### config.mk
export PLATFORM = sky130hd
export DESIGN_NAME = ipi_unit
export DESIGN_NICKNAME = d
export VERILOG_FILES = /design/src/rtl/ipi_pkg.sv /design/src/rtl/ipi_decode.sv /design/src/rtl/ipi_cpu_slot.sv /design/src/rtl/ipi_event_mux.sv /design/src/rtl/ipi_unit.sv
export SDC_FILE = /design/constraint.sdc
export NUM_CORES = 1
export LEC_CHECK = 0
export ABC_AREA = 0
export BUFFER_PORTS_ARGS = -buffer_cell sky130_fd_sc_hd__buf_2
export CORE_AREA = 5 5 109 111
export DETAILED_ROUTE_END_ITERATION = 8
export DIE_AREA = 0 0 114 116
export PLACE_DENSITY = 0.69
export SLEW_MARGIN = 0
export SYNTH_ARGS = -nofsm -noshare
export SYNTH_HDL_FRONTEND = slang
export SYNTH_SLANG_ARGS = --single-unit
### constraint.sdc
create_clock -name clk -period 3.3 [get_ports clk]
set_input_delay 0.165 -clock clk [delete_from_list [all_inputs] [get_ports clk]]
set_output_delay 0.165 -clock clk [all_outputs]
set_load 0.005 [all_outputs]
### src/rtl/ipi_pkg.sv
package ipi_pkg;

  localparam int NUM_W = 16;

  localparam logic [15:0] OFF_WHOAMI = 16'h2000;
  localparam logic [15:0] OFF_EVENT  = 16'h2004;
  localparam logic [15:0] OFF_SEND   = 16'h2008;
  localparam logic [15:0] OFF_ACK    = 16'h200C;
  localparam logic [15:0] OFF_MSET   = 16'h2024;
  localparam logic [15:0] OFF_MCLR   = 16'h2028;

  localparam logic [7:0] TYPE_HW  = 8'd1;
  localparam logic [7:0] TYPE_IPI = 8'd4;
  localparam logic [NUM_W-1:0] NUM_OTHER = 16'd1;
  localparam logic [NUM_W-1:0] NUM_SELF  = 16'd2;

  localparam int SEL_OTHER = 0;
  localparam int SEL_SELF  = 31;

  typedef enum logic [2:0] {
    OP_NONE, OP_WHOAMI, OP_EVENT, OP_SEND, OP_ACK, OP_MSET, OP_MCLR
  } op_e;

  function automatic logic [31:0] evt_word(input logic [7:0] t, input logic [NUM_W-1:0] n);
    return {8'h00, t, n};
  endfunction

endpackage

### src/rtl/ipi_decode.sv
module ipi_decode
  import ipi_pkg::*;
(
  input  logic        bus_valid,
  input  logic        bus_write,
  input  logic [15:0] bus_addr,
  output op_e         op
);
  always_comb begin
    op = OP_NONE;
    if (bus_valid) begin
      if (bus_write) begin
        unique case (bus_addr)
          OFF_SEND: op = OP_SEND;
          OFF_ACK:  op = OP_ACK;
          OFF_MSET: op = OP_MSET;
          OFF_MCLR: op = OP_MCLR;
          default:  op = OP_NONE;
        endcase
      end else begin
        unique case (bus_addr)
          OFF_WHOAMI: op = OP_WHOAMI;
          OFF_EVENT:  op = OP_EVENT;
          default:    op = OP_NONE;
        endcase
      end
    end
  end
endmodule

### src/rtl/ipi_cpu_slot.sv
module ipi_cpu_slot
  import ipi_pkg::*;
#(
  parameter int CPU_ID = 0,
  parameter int CPU_W  = 2
) (
  input  logic             clk,
  input  logic             rst,
  input  op_e              op,
  input  logic [CPU_W-1:0] bus_cpu,
  input  logic             tgt_bit,
  input  logic             sel_other,
  input  logic             sel_self,
  input  logic             hw_present,
  output logic             cand_valid,
  output logic [31:0]      cand_word
);
  // index 0 = "other", index 1 = "self"
  logic [1:0] pend_q, mask_q, pend_d, mask_d, live, sel;
  logic       me, show_self, deliver;

  assign me   = (bus_cpu == CPU_W'(CPU_ID));
  assign sel  = {sel_self, sel_other};
  assign live = pend_q & ~mask_q;

  assign show_self  = !live[0];
  assign cand_valid = |live;
  assign cand_word  = evt_word(TYPE_IPI, show_self ? NUM_SELF : NUM_OTHER);

  assign deliver = (op == OP_EVENT) && me && !hw_present && cand_valid;

  always_comb begin
    pend_d = pend_q;
    mask_d = mask_q;
    unique case (op)
      OP_SEND: begin
        if (tgt_bit) pend_d[0] = 1'b1;
        if (me && sel_self) pend_d[1] = 1'b1;
      end
      OP_ACK:  if (me) pend_d = pend_q & ~sel;
      OP_MSET: if (me) mask_d = mask_q | sel;
      OP_MCLR: if (me) mask_d = mask_q & ~sel;
      OP_EVENT: if (deliver) mask_d[show_self] = 1'b1;
      default: ;
    endcase
  end

  always_ff @(posedge clk) begin
    if (rst) begin
      pend_q <= 2'b00;
      mask_q <= 2'b11;
    end else begin
      pend_q <= pend_d;
      mask_q <= mask_d;
    end
  end
endmodule

### src/rtl/ipi_event_mux.sv
module ipi_event_mux
  import ipi_pkg::*;
#(
  parameter int NUM_CPU = 4,
  parameter int CPU_W   = 2
) (
  input  op_e                       op,
  input  logic [CPU_W-1:0]          bus_cpu,
  input  logic [NUM_CPU-1:0]        hw_valid,
  input  logic [NUM_CPU*NUM_W-1:0]  hw_num,
  input  logic [NUM_CPU-1:0]        cand_valid,
  input  logic [NUM_CPU*32-1:0]     cand_word,
  output logic [31:0]               rdata_d
);
  logic cpu_ok;
  assign cpu_ok = (int'(bus_cpu) < NUM_CPU);

  always_comb begin
    rdata_d = 32'h0;
    if (op == OP_WHOAMI) begin
      rdata_d = 32'(bus_cpu);
    end else if (op == OP_EVENT && cpu_ok) begin
      if (hw_valid[bus_cpu])
        rdata_d = evt_word(TYPE_HW, hw_num[bus_cpu*NUM_W +: NUM_W]);
      else if (cand_valid[bus_cpu])
        rdata_d = cand_word[bus_cpu*32 +: 32];
    end
  end
endmodule

### src/rtl/ipi_unit.sv
module ipi_unit
  import ipi_pkg::*;
#(
  parameter int NUM_CPU = 4,
  parameter int CPU_W   = (NUM_CPU > 1) ? $clog2(NUM_CPU) : 1
) (
  input  logic                       clk,
  input  logic                       rst,
  input  logic                       bus_valid,
  input  logic                       bus_write,
  input  logic [CPU_W-1:0]           bus_cpu,
  input  logic [15:0]                bus_addr,
  input  logic [31:0]                bus_wdata,
  output logic [31:0]                bus_rdata,
  output logic                       bus_rvalid,
  input  logic [NUM_CPU-1:0]         hw_valid,
  input  logic [NUM_CPU*NUM_W-1:0]   hw_num,
  output logic [NUM_CPU-1:0]         cand_valid,
  output logic [NUM_CPU*32-1:0]      cand_word
);
  op_e         op;
  logic [31:0] rdata_d;
  logic        unused_wdata;

  assign unused_wdata = ^bus_wdata;

  ipi_decode u_dec (
    .bus_valid (bus_valid),
    .bus_write (bus_write),
    .bus_addr  (bus_addr),
    .op        (op)
  );

  for (genvar c = 0; c < NUM_CPU; c++) begin : g_cpu
    ipi_cpu_slot #(.CPU_ID(c), .CPU_W(CPU_W)) u_slot (
      .clk        (clk),
      .rst        (rst),
      .op         (op),
      .bus_cpu    (bus_cpu),
      .tgt_bit    (bus_wdata[c]),
      .sel_other  (bus_wdata[SEL_OTHER]),
      .sel_self   (bus_wdata[SEL_SELF]),
      .hw_present (hw_valid[c]),
      .cand_valid (cand_valid[c]),
      .cand_word  (cand_word[c*32 +: 32])
    );
  end

  ipi_event_mux #(.NUM_CPU(NUM_CPU), .CPU_W(CPU_W)) u_mux (
    .op         (op),
    .bus_cpu    (bus_cpu),
    .hw_valid   (hw_valid),
    .hw_num     (hw_num),
    .cand_valid (cand_valid),
    .cand_word  (cand_word),
    .rdata_d    (rdata_d)
  );

  always_ff @(posedge clk) begin
    if (rst) begin
      bus_rdata  <= 32'h0;
      bus_rvalid <= 1'b0;
    end else begin
      bus_rdata  <= rdata_d;
      bus_rvalid <= bus_valid && !bus_write;
    end
  end
endmodule

==> flow_metrics.py, run 1 <==
metrics = {
    "outcome": {
        "status": "complete, no violations",
    },
    "finish": {
        "fin_util_pct": 33.40,
        "nNetsFinal": 605,
        "fillers": 1141,
        "final_layout_size_suffix_gt1_share_pct": 34.78,
        "syn_to_final_growth_pct": 8.059,
        "finalNonFillerCells": 623,
        "n_antenna_cell": 0,
    },
    "timing": {
        "fin_tns_setup_ps": 0,
        "fin_crit_ps": 2090,
        "tightest_slew_ps": 591.1,
        "rsz0062_at_grt": "false",
        "slew_headroom_pct": 60.60,
        "finalCritPeriodShare_pct": 63.32,
        "max_freq_ghz": 0.4786,
        "report.final.slew_viol_count": 0,
        "layout_setup_ws_ps": 1210,
        "fin_skew_ps": 4.226,
        "hold_viol": 0,
        "finalSetupViolCount": 0,
    },
    "place": {
        "io_buffers": 125,
        "dp_cells": 616,
        "dp_hpwl_um": 7570,
        "post-place-ws_ps": 879.2,
        "gp_congestion": 0.8916,
    },
    "pwr": {
        "ir_drop_mv": 0.1343,
        "pwr-share-seq_pct": 44.9,
        "power_density_nw_per_um2": 263.4,
        "switching_share_pct": 27.57,
        "clkPwrFrac_pct": 32.8,
        "power_uw": 941.1,
        "p_comb_share_pct": 22.3,
        "p_leak_uw": 0.001749,
        "power_switching_uw": 259.4,
        "internal-power_uw": 681.7,
    },
    "worst_setup_path": {
        "worstPathRequired_ps": 3510,
        "end_kind": "flop",
        "path_class": "primary input to flop",
        "worstPathMaxFanout": 15,
        "cp.arrival_ps": 2300,
        "critPathLaunchType": "primary input",
    },
    "floorplanning": {
        "ioPinCount": 287,
        "die_area_um2": 13220,
        "die-width_um": 114,
        "start_util_pct": 30.91,
        "chipHeight_um": 116,
        "design.core.area_um2": 10700,
        "fp-row-count": 38,
    },
    "drt": {
        "vias": 2724,
        "wl_per_cell_um": 14.58,
        "drt_pass1_iterations": 4,
        "drt_iter0_drc": 135,
        "wl_um": 9084,
        "drc": 0,
        "viasPerCell": 4.372,
        "detail-route-antenna-nets": 0,
    },
    "cts": {
        "clk_pin_slew_ps": 70,
        "clkLatencyLatePin_ps": 290,
        "cts_buffers": 5,
        "cts-root-buf": "clkbuf_8",
        "clock_sinks": 35,
        "cts_resized": 0,
        "hold_buffers": 0,
        "cts_buffer_depth": 2,
        "cts_setup_buffers": 0,
        "htreeDepth": 2,
        "tritoncts": "done",
    },
    "global_routing": {
        "grt_first_pass_wirelength_um": 12900,
        "grt_max_degree": 28,
        "use_met1_pct": 14.13,
        "gr-total-overflow": 0,
        "grt_util_met2_pct": 22.09,
        "grt_antenna_before_repair": 0,
        "grt_use_met3_pct": 2.872,
        "busiest_layer": "met2",
        "first_global_vias": 2639,
        "grt_usage_pct": 12.19,
    },
    "logic_synthesis": {
        "yosysSeqAreaShare_pct": 21.19,
        "async_flop_share_pct": 0,
        "synth_most_common_cell": "buf_4",
        "yosys.area.top_type": "buf_4",
        "synth_top_area_share_pct": 32.46,
        "yosys_warnings": 0,
        "ys_ff_latch": 35,
        "synthTopCellsByArea": "buf_4, dfxtp_1, mux4_2",
        "syn_area_um2": 3307,
        "synth_edf_count": 0,
        "syn_area_per_cell_um2": 8.842,
        "synthTopCellsByCount": "buf_4, dfxtp_1, a21oi_1",
        "synth_cell_types": 48,
        "synthCells": 374,
        "ys.flop_type": "dfxtp_1",
    },
    "worst_hold_path": {
        "hp-class": "primary input to flop",
    },
    "run": {
        "cap_violations": 0,
    },
}
==> layout by cell type, fill, tap and decap left out, types with 2 or more instances in the layout <==
master	synthesis	layout
nand2b_1	13	13
buf_2	5	125
nor4_1	2	2
buf_4	143	2
a211oi_1	8	8
xnor2_1	2	2
dfxtp_1	35	35
nand4_1	7	7
inv_1	8	8
or4b_1	2	2
a21boi_0	2	2
nand4b_1	2	2
nor3_1	5	5
nor4b_4	2	2
a22o_1	9	9
a32oi_1	2	2
nand2_1	17	17
clkbuf_8	0	6
nor2b_1	14	14
nor2_1	11	11
mux4_2	19	19
a31oi_1	3	3
nand3_1	4	4
a21oi_1	23	23
o21ai_0	3	3
conb_1	2	134
or4_4	2	2
==> power by group through the flow <==
stage / sequential [uW] / clock [uW] / combinational (uW)
floorplan: 433 / 0 / 243
global placement: 432 / 0 / 199
detailed placement: 433 / 0 / 203
CTS: 423 / 321 / 205
global route: 423 / 333 / 232
finish: 423 / 308 / 210
==> through the flow <==
step	cell area (um2)	hold slack [ps]
finish	3573	135.9
global route	3573	143.7
CTS	3573	134.3
detailed placement	3486	442.7
global placement	3486	441.1
floorplan	3802	299.6
==> area by class of cell <==
class	count	area [um2]	share of cell area, %
Inverter	8	30.03	0.8403
Clock inverter	1	5.005	0.1401
Clock buffer	6	82.58	2.311
Sequential cell	35	700.7	19.61
Multi-Input combinational cell	306	1939	54.27
Timing Repair Buffer	127	640.6	17.93
Tap cell	140	175.2	4.902
==> final timing paths <==
check	start	end	slack, ps	cells after the start
max reg2reg	g_cpu[3].u_slot.mask_q[0]	bus_rdata[0]	1480	6
max	bus_addr[14]	bus_rdata[12]	1210	7
min reg2reg	g_cpu[2].u_slot.pend_q[0]	g_cpu[2].u_slot.pend_q[0]	500	2
min	bus_wdata[1]	g_cpu[1].u_slot.pend_q[0]	140	3
==> state kept, by name (all words and copies together), names as in the netlist <==
signal,cells
bus_rdata,18
g_cpu.u_slot.pend_q,8
g_cpu.u_slot.mask_q,8
bus_rvalid,1
==> cells by family after synthesis <==
group	after synthesis	synth area share, %
compound gates	55	10.93
xor+xnor	2	0.5298
other cells	2	0.2271
mux	20	13.28
buf+inv	165	35.15
flops	35	21.19
simple gates	95	18.69
==> critical path: stages <==
cell	delay (ps)
buf_2	100
or4_4	550
nor4_4	290
buf_4	200
and3_1	440
nand3b_2	350
nor2b_1	200
==> routing by layer <==
layer	up-vias	wire length [um]	part of all wire, %
li1	1244	-	-
met2	202	4650	51
met1	1266	3145	35
met3	12	1162	13
met4	0	125	1.4
met5	-	0	0
Note: power is estimated with default switching activity, not from simulation.
==> run 2: changes to the inputs <==
--- a/config.mk
+++ b/config.mk
@@ -5,12 +5,12 @@
 export SDC_FILE = /design/constraint.sdc
 export NUM_CORES = 1
 export LEC_CHECK = 0
-export ABC_AREA = 0
+export ABC_AREA = 1
 export BUFFER_PORTS_ARGS = -buffer_cell sky130_fd_sc_hd__buf_2
-export CORE_AREA = 5 5 109 111
+export CORE_AREA = 5 5 107 109
 export DETAILED_ROUTE_END_ITERATION = 8
-export DIE_AREA = 0 0 114 116
-export PLACE_DENSITY = 0.69
+export DIE_AREA = 0 0 112 114
+export PLACE_DENSITY = 0.75
 export SLEW_MARGIN = 0
 export SYNTH_ARGS = -nofsm -noshare
 export SYNTH_HDL_FRONTEND = slang
==> constraint.sdc (replaced) <==
create_clock -name clk -period 2.15 [get_ports clk]
set_input_delay 0.1075 -clock clk [delete_from_list [all_inputs] [get_ports clk]]
set_output_delay 0.1075 -clock clk [all_outputs]
set_load 0.005 [all_outputs]
==> run 2 against run 1 <==
Sequential power rose by 57%. Global-route usage rose by 1.6 points. Via count rose by 27%. Synthesized cell count rose by 44%. Critical path type unchanged. Hold slack got worse by 73 ps. Clock skew rose by 7.4 ps. Largest cell class unchanged.
==> flow_metrics.py, run 2 <==
metrics = {
    "outcome": {
        "status": "complete, no violations",
    },
    "logic_synthesis": {
        "syn_area_um2": 3581,
        "yosys_warnings": 0,
        "synth_most_common_cell": "buf_4",
        "synthTopCellsByCount": "buf_4, nand2_1, inv_1",
        "synth_top_family_by_area": "buffers and inverters",
        "synthMuxAreaShare_pct": 0,
        "syn_area_per_cell_um2": 6.631,
        "synth_edf_count": 0,
        "synthTopCellsByArea": "buf_4, dfxtp_1, nand2_1",
        "yosys.area.top_type": "buf_4",
        "ys.flop_type": "dfxtp_1",
        "synth_cell_types": 35,
        "synth_compound_area_share_pct": 13.21,
        "synth_fa_ha_area_share_pct": 0,
        "async_flop_share_pct": 0,
        "synth_top_area_share_pct": 29.77,
        "yosysSeqAreaShare_pct": 19.57,
        "synthCells": 540,
        "synth_simple_gate_area_share_pct": 30.47,
        "ys_ff_latch": 35,
        "synth_xor_area_share_pct": 0,
    },
    "drt": {
        "viasPerCell": 4.318,
        "detail-route-antenna-nets": 0,
        "drt_iter0_drc": 165,
        "wl_per_cell_um": 12.46,
        "drc": 0,
        "wl_um": 9965,
        "drt_pass1_iterations": 4,
        "vias": 3454,
    },
    "global_routing": {
        "grt_usage_pct": 13.74,
        "gr-total-overflow": 0,
        "grt_first_pass_wirelength_um": 14630,
        "grt_max_degree": 18,
        "grt_antenna_before_repair": 2,
        "first_global_vias": 3162,
    },
    "timing": {
        "finalCritPeriodShare_pct": 81.13,
        "hold_viol": 0,
        "report.final.slew_viol_count": 0,
        "finalSetupViolCount": 0,
        "fin_tns_setup_ps": 0,
        "max_freq_ghz": 0.5733,
        "fin_skew_ps": 11.60,
        "fin_crit_ps": 1744,
        "rsz0062_at_grt": "false",
    },
    "worst_setup_path": {
        "reg2reg_slack_ps": 600,
        "setup.worst_path.start": "bus_addr[13]",
        "path_class": "primary input to flop",
        "end_kind": "flop",
        "r2r_end": "bus_rdata[1]",
        "worstPathMaxFanout": 16,
        "cp.arrival_ps": 1950,
        "r2r-start": "g_cpu[2].u_slot.mask_q[0]",
        "critPathLaunchType": "primary input",
        "ff2ff_path_depth": 9,
        "worstPathRequired_ps": 2350,
    },
    "worst_hold_path": {
        "hold_end": "bus_rvalid",
        "hp-class": "primary input to flop",
        "worstHoldStart": "bus_write",
        "worstHoldPathCells": 2,
    },
    "floorplanning": {
        "fp-row-count": 38,
        "die-width_um": 112,
        "ioPinCount": 287,
        "die_area_um2": 12770,
        "design.core.area_um2": 10510,
        "chipHeight_um": 114,
        "start_util_pct": 34.08,
    },
    "finish": {
        "top_register": "bus_rdata",
        "biggestRegsByFlops": "bus_rdata x18, g_cpu.u_slot.mask_q x8, g_cpu.u_slot.pend_q x8",
        "n_antenna_cell": 0,
        "fin_util_pct": 37.44,
        "final_cell_mix": "conb_1, nand2_1, buf_2, inv_1",
        "largest_reg_flops": 18,
        "final_layout_size_suffix_gt1_share_pct": 26.21,
        "final_common_cell": "conb_1",
        "syn_to_final_growth_pct": 9.853,
        "nNetsFinal": 781,
        "fillers": 1131,
    },
    "pwr": {
        "p_leak_uw": 0.002183,
        "power_density_nw_per_um2": 423.6,
        "ir_drop_mv": 0.2182,
    },
    "place": {
        "gp_congestion": 0.8973,
        "dp_hpwl_um": 8188,
        "io_buffers": 125,
    },
    "cts": {
        "tritoncts": "done",
        "cts-root-buf": "clkbuf_8",
        "hold_buffers": 0,
        "cts_buffer_depth": 2,
        "htreeDepth": 2,
        "cts_resized": 0,
        "clock_sinks": 35,
        "clkLatencyLatePin_ps": 290,
        "cts_buffers": 5,
        "cts_setup_buffers": 0,
        "clk_pin_slew_ps": 70,
    },
    "run": {
        "cap_violations": 0,
    },
}
## run 2: cell types whose count changed after synthesis, sizes merged, moves of 12 or more
cell,previous run,this run
a21oi,23,11
nand2b,13,0
nand2,18,139
mux4,19,0
nor2b,14,0
nor2,12,37
nand3,4,38
a22oi,0,15
inv,8,44
## run 2: worst max path at each step
stage                     slack [ps]                        end
after global routing             200               bus_rdata[7]
after floorplan                  660  g_cpu[1].u_slot.pend_q[0]
after global placement           170               bus_rdata[2]
final                            410               bus_rdata[7]
after CTS                        430               bus_rdata[7]
after detailed placement         150               bus_rdata[7]
## run 2: critical path: stages
cell and delay (ps):
buf_2 100, inv_1 40, nor2_1 30, nand2_1 90
nor2_4 50, nand2_1 130, nand3_1 110, nand2_2 340
nand3_2 240, nor2_4 160, nand2_2 260, a31oi_1 280
## run 2: cell families (layout without fill, tap and decap cells)
group,Yosys count,in the layout
and+or+nand+nor,236,236
buffers and inverters,202,190
AOI/OAI and AO/OA,65,65
DFF,35,35
other,2,134
## run 2: metal layers
metal,GRT usage (%),wire (um)
met5,0,34
met1,18.18,3975
met3,2.387,862
met2,22.86,4958
met4,4.407,134
## run 2: report_power, final
| part | internal, uW | switching, uW |
|---|---|---|
| combinational | 127 | 241 |
| sequential | 661 | 5.52 |
| clock | 375 | 257 |
| total | 1160 | 503 |
## run 2: per-stage QoR
step	area (um2)	hold WS (ps)	power [uW]	setup WS, ps	instances
floorplan	4076	186.7	1068	661.6	672
global placement	3816	355.4	1033	170.8	792
detailed placement	3816	360.1	1037	154.5	792
CTS	3934	55.89	1662	427.6	800
global route	3934	80.41	1748	197.5	800
finish	3934	63.20	1666	405.7	800
## run 2: final cells by class
cell class                      instances  area, um2  share of cell area [%]
Multi-Input combinational cell        435       2067                   52.54
Sequential cell                        35      700.7                   17.81
Timing Repair Buffer                  134      693.2                   17.62
Inverter                               48      180.2                   4.580
Tap cell                              140      175.2                   4.453
Clock buffer                            6      82.58                   2.099
Clock inverter                          2      35.03                  0.8906
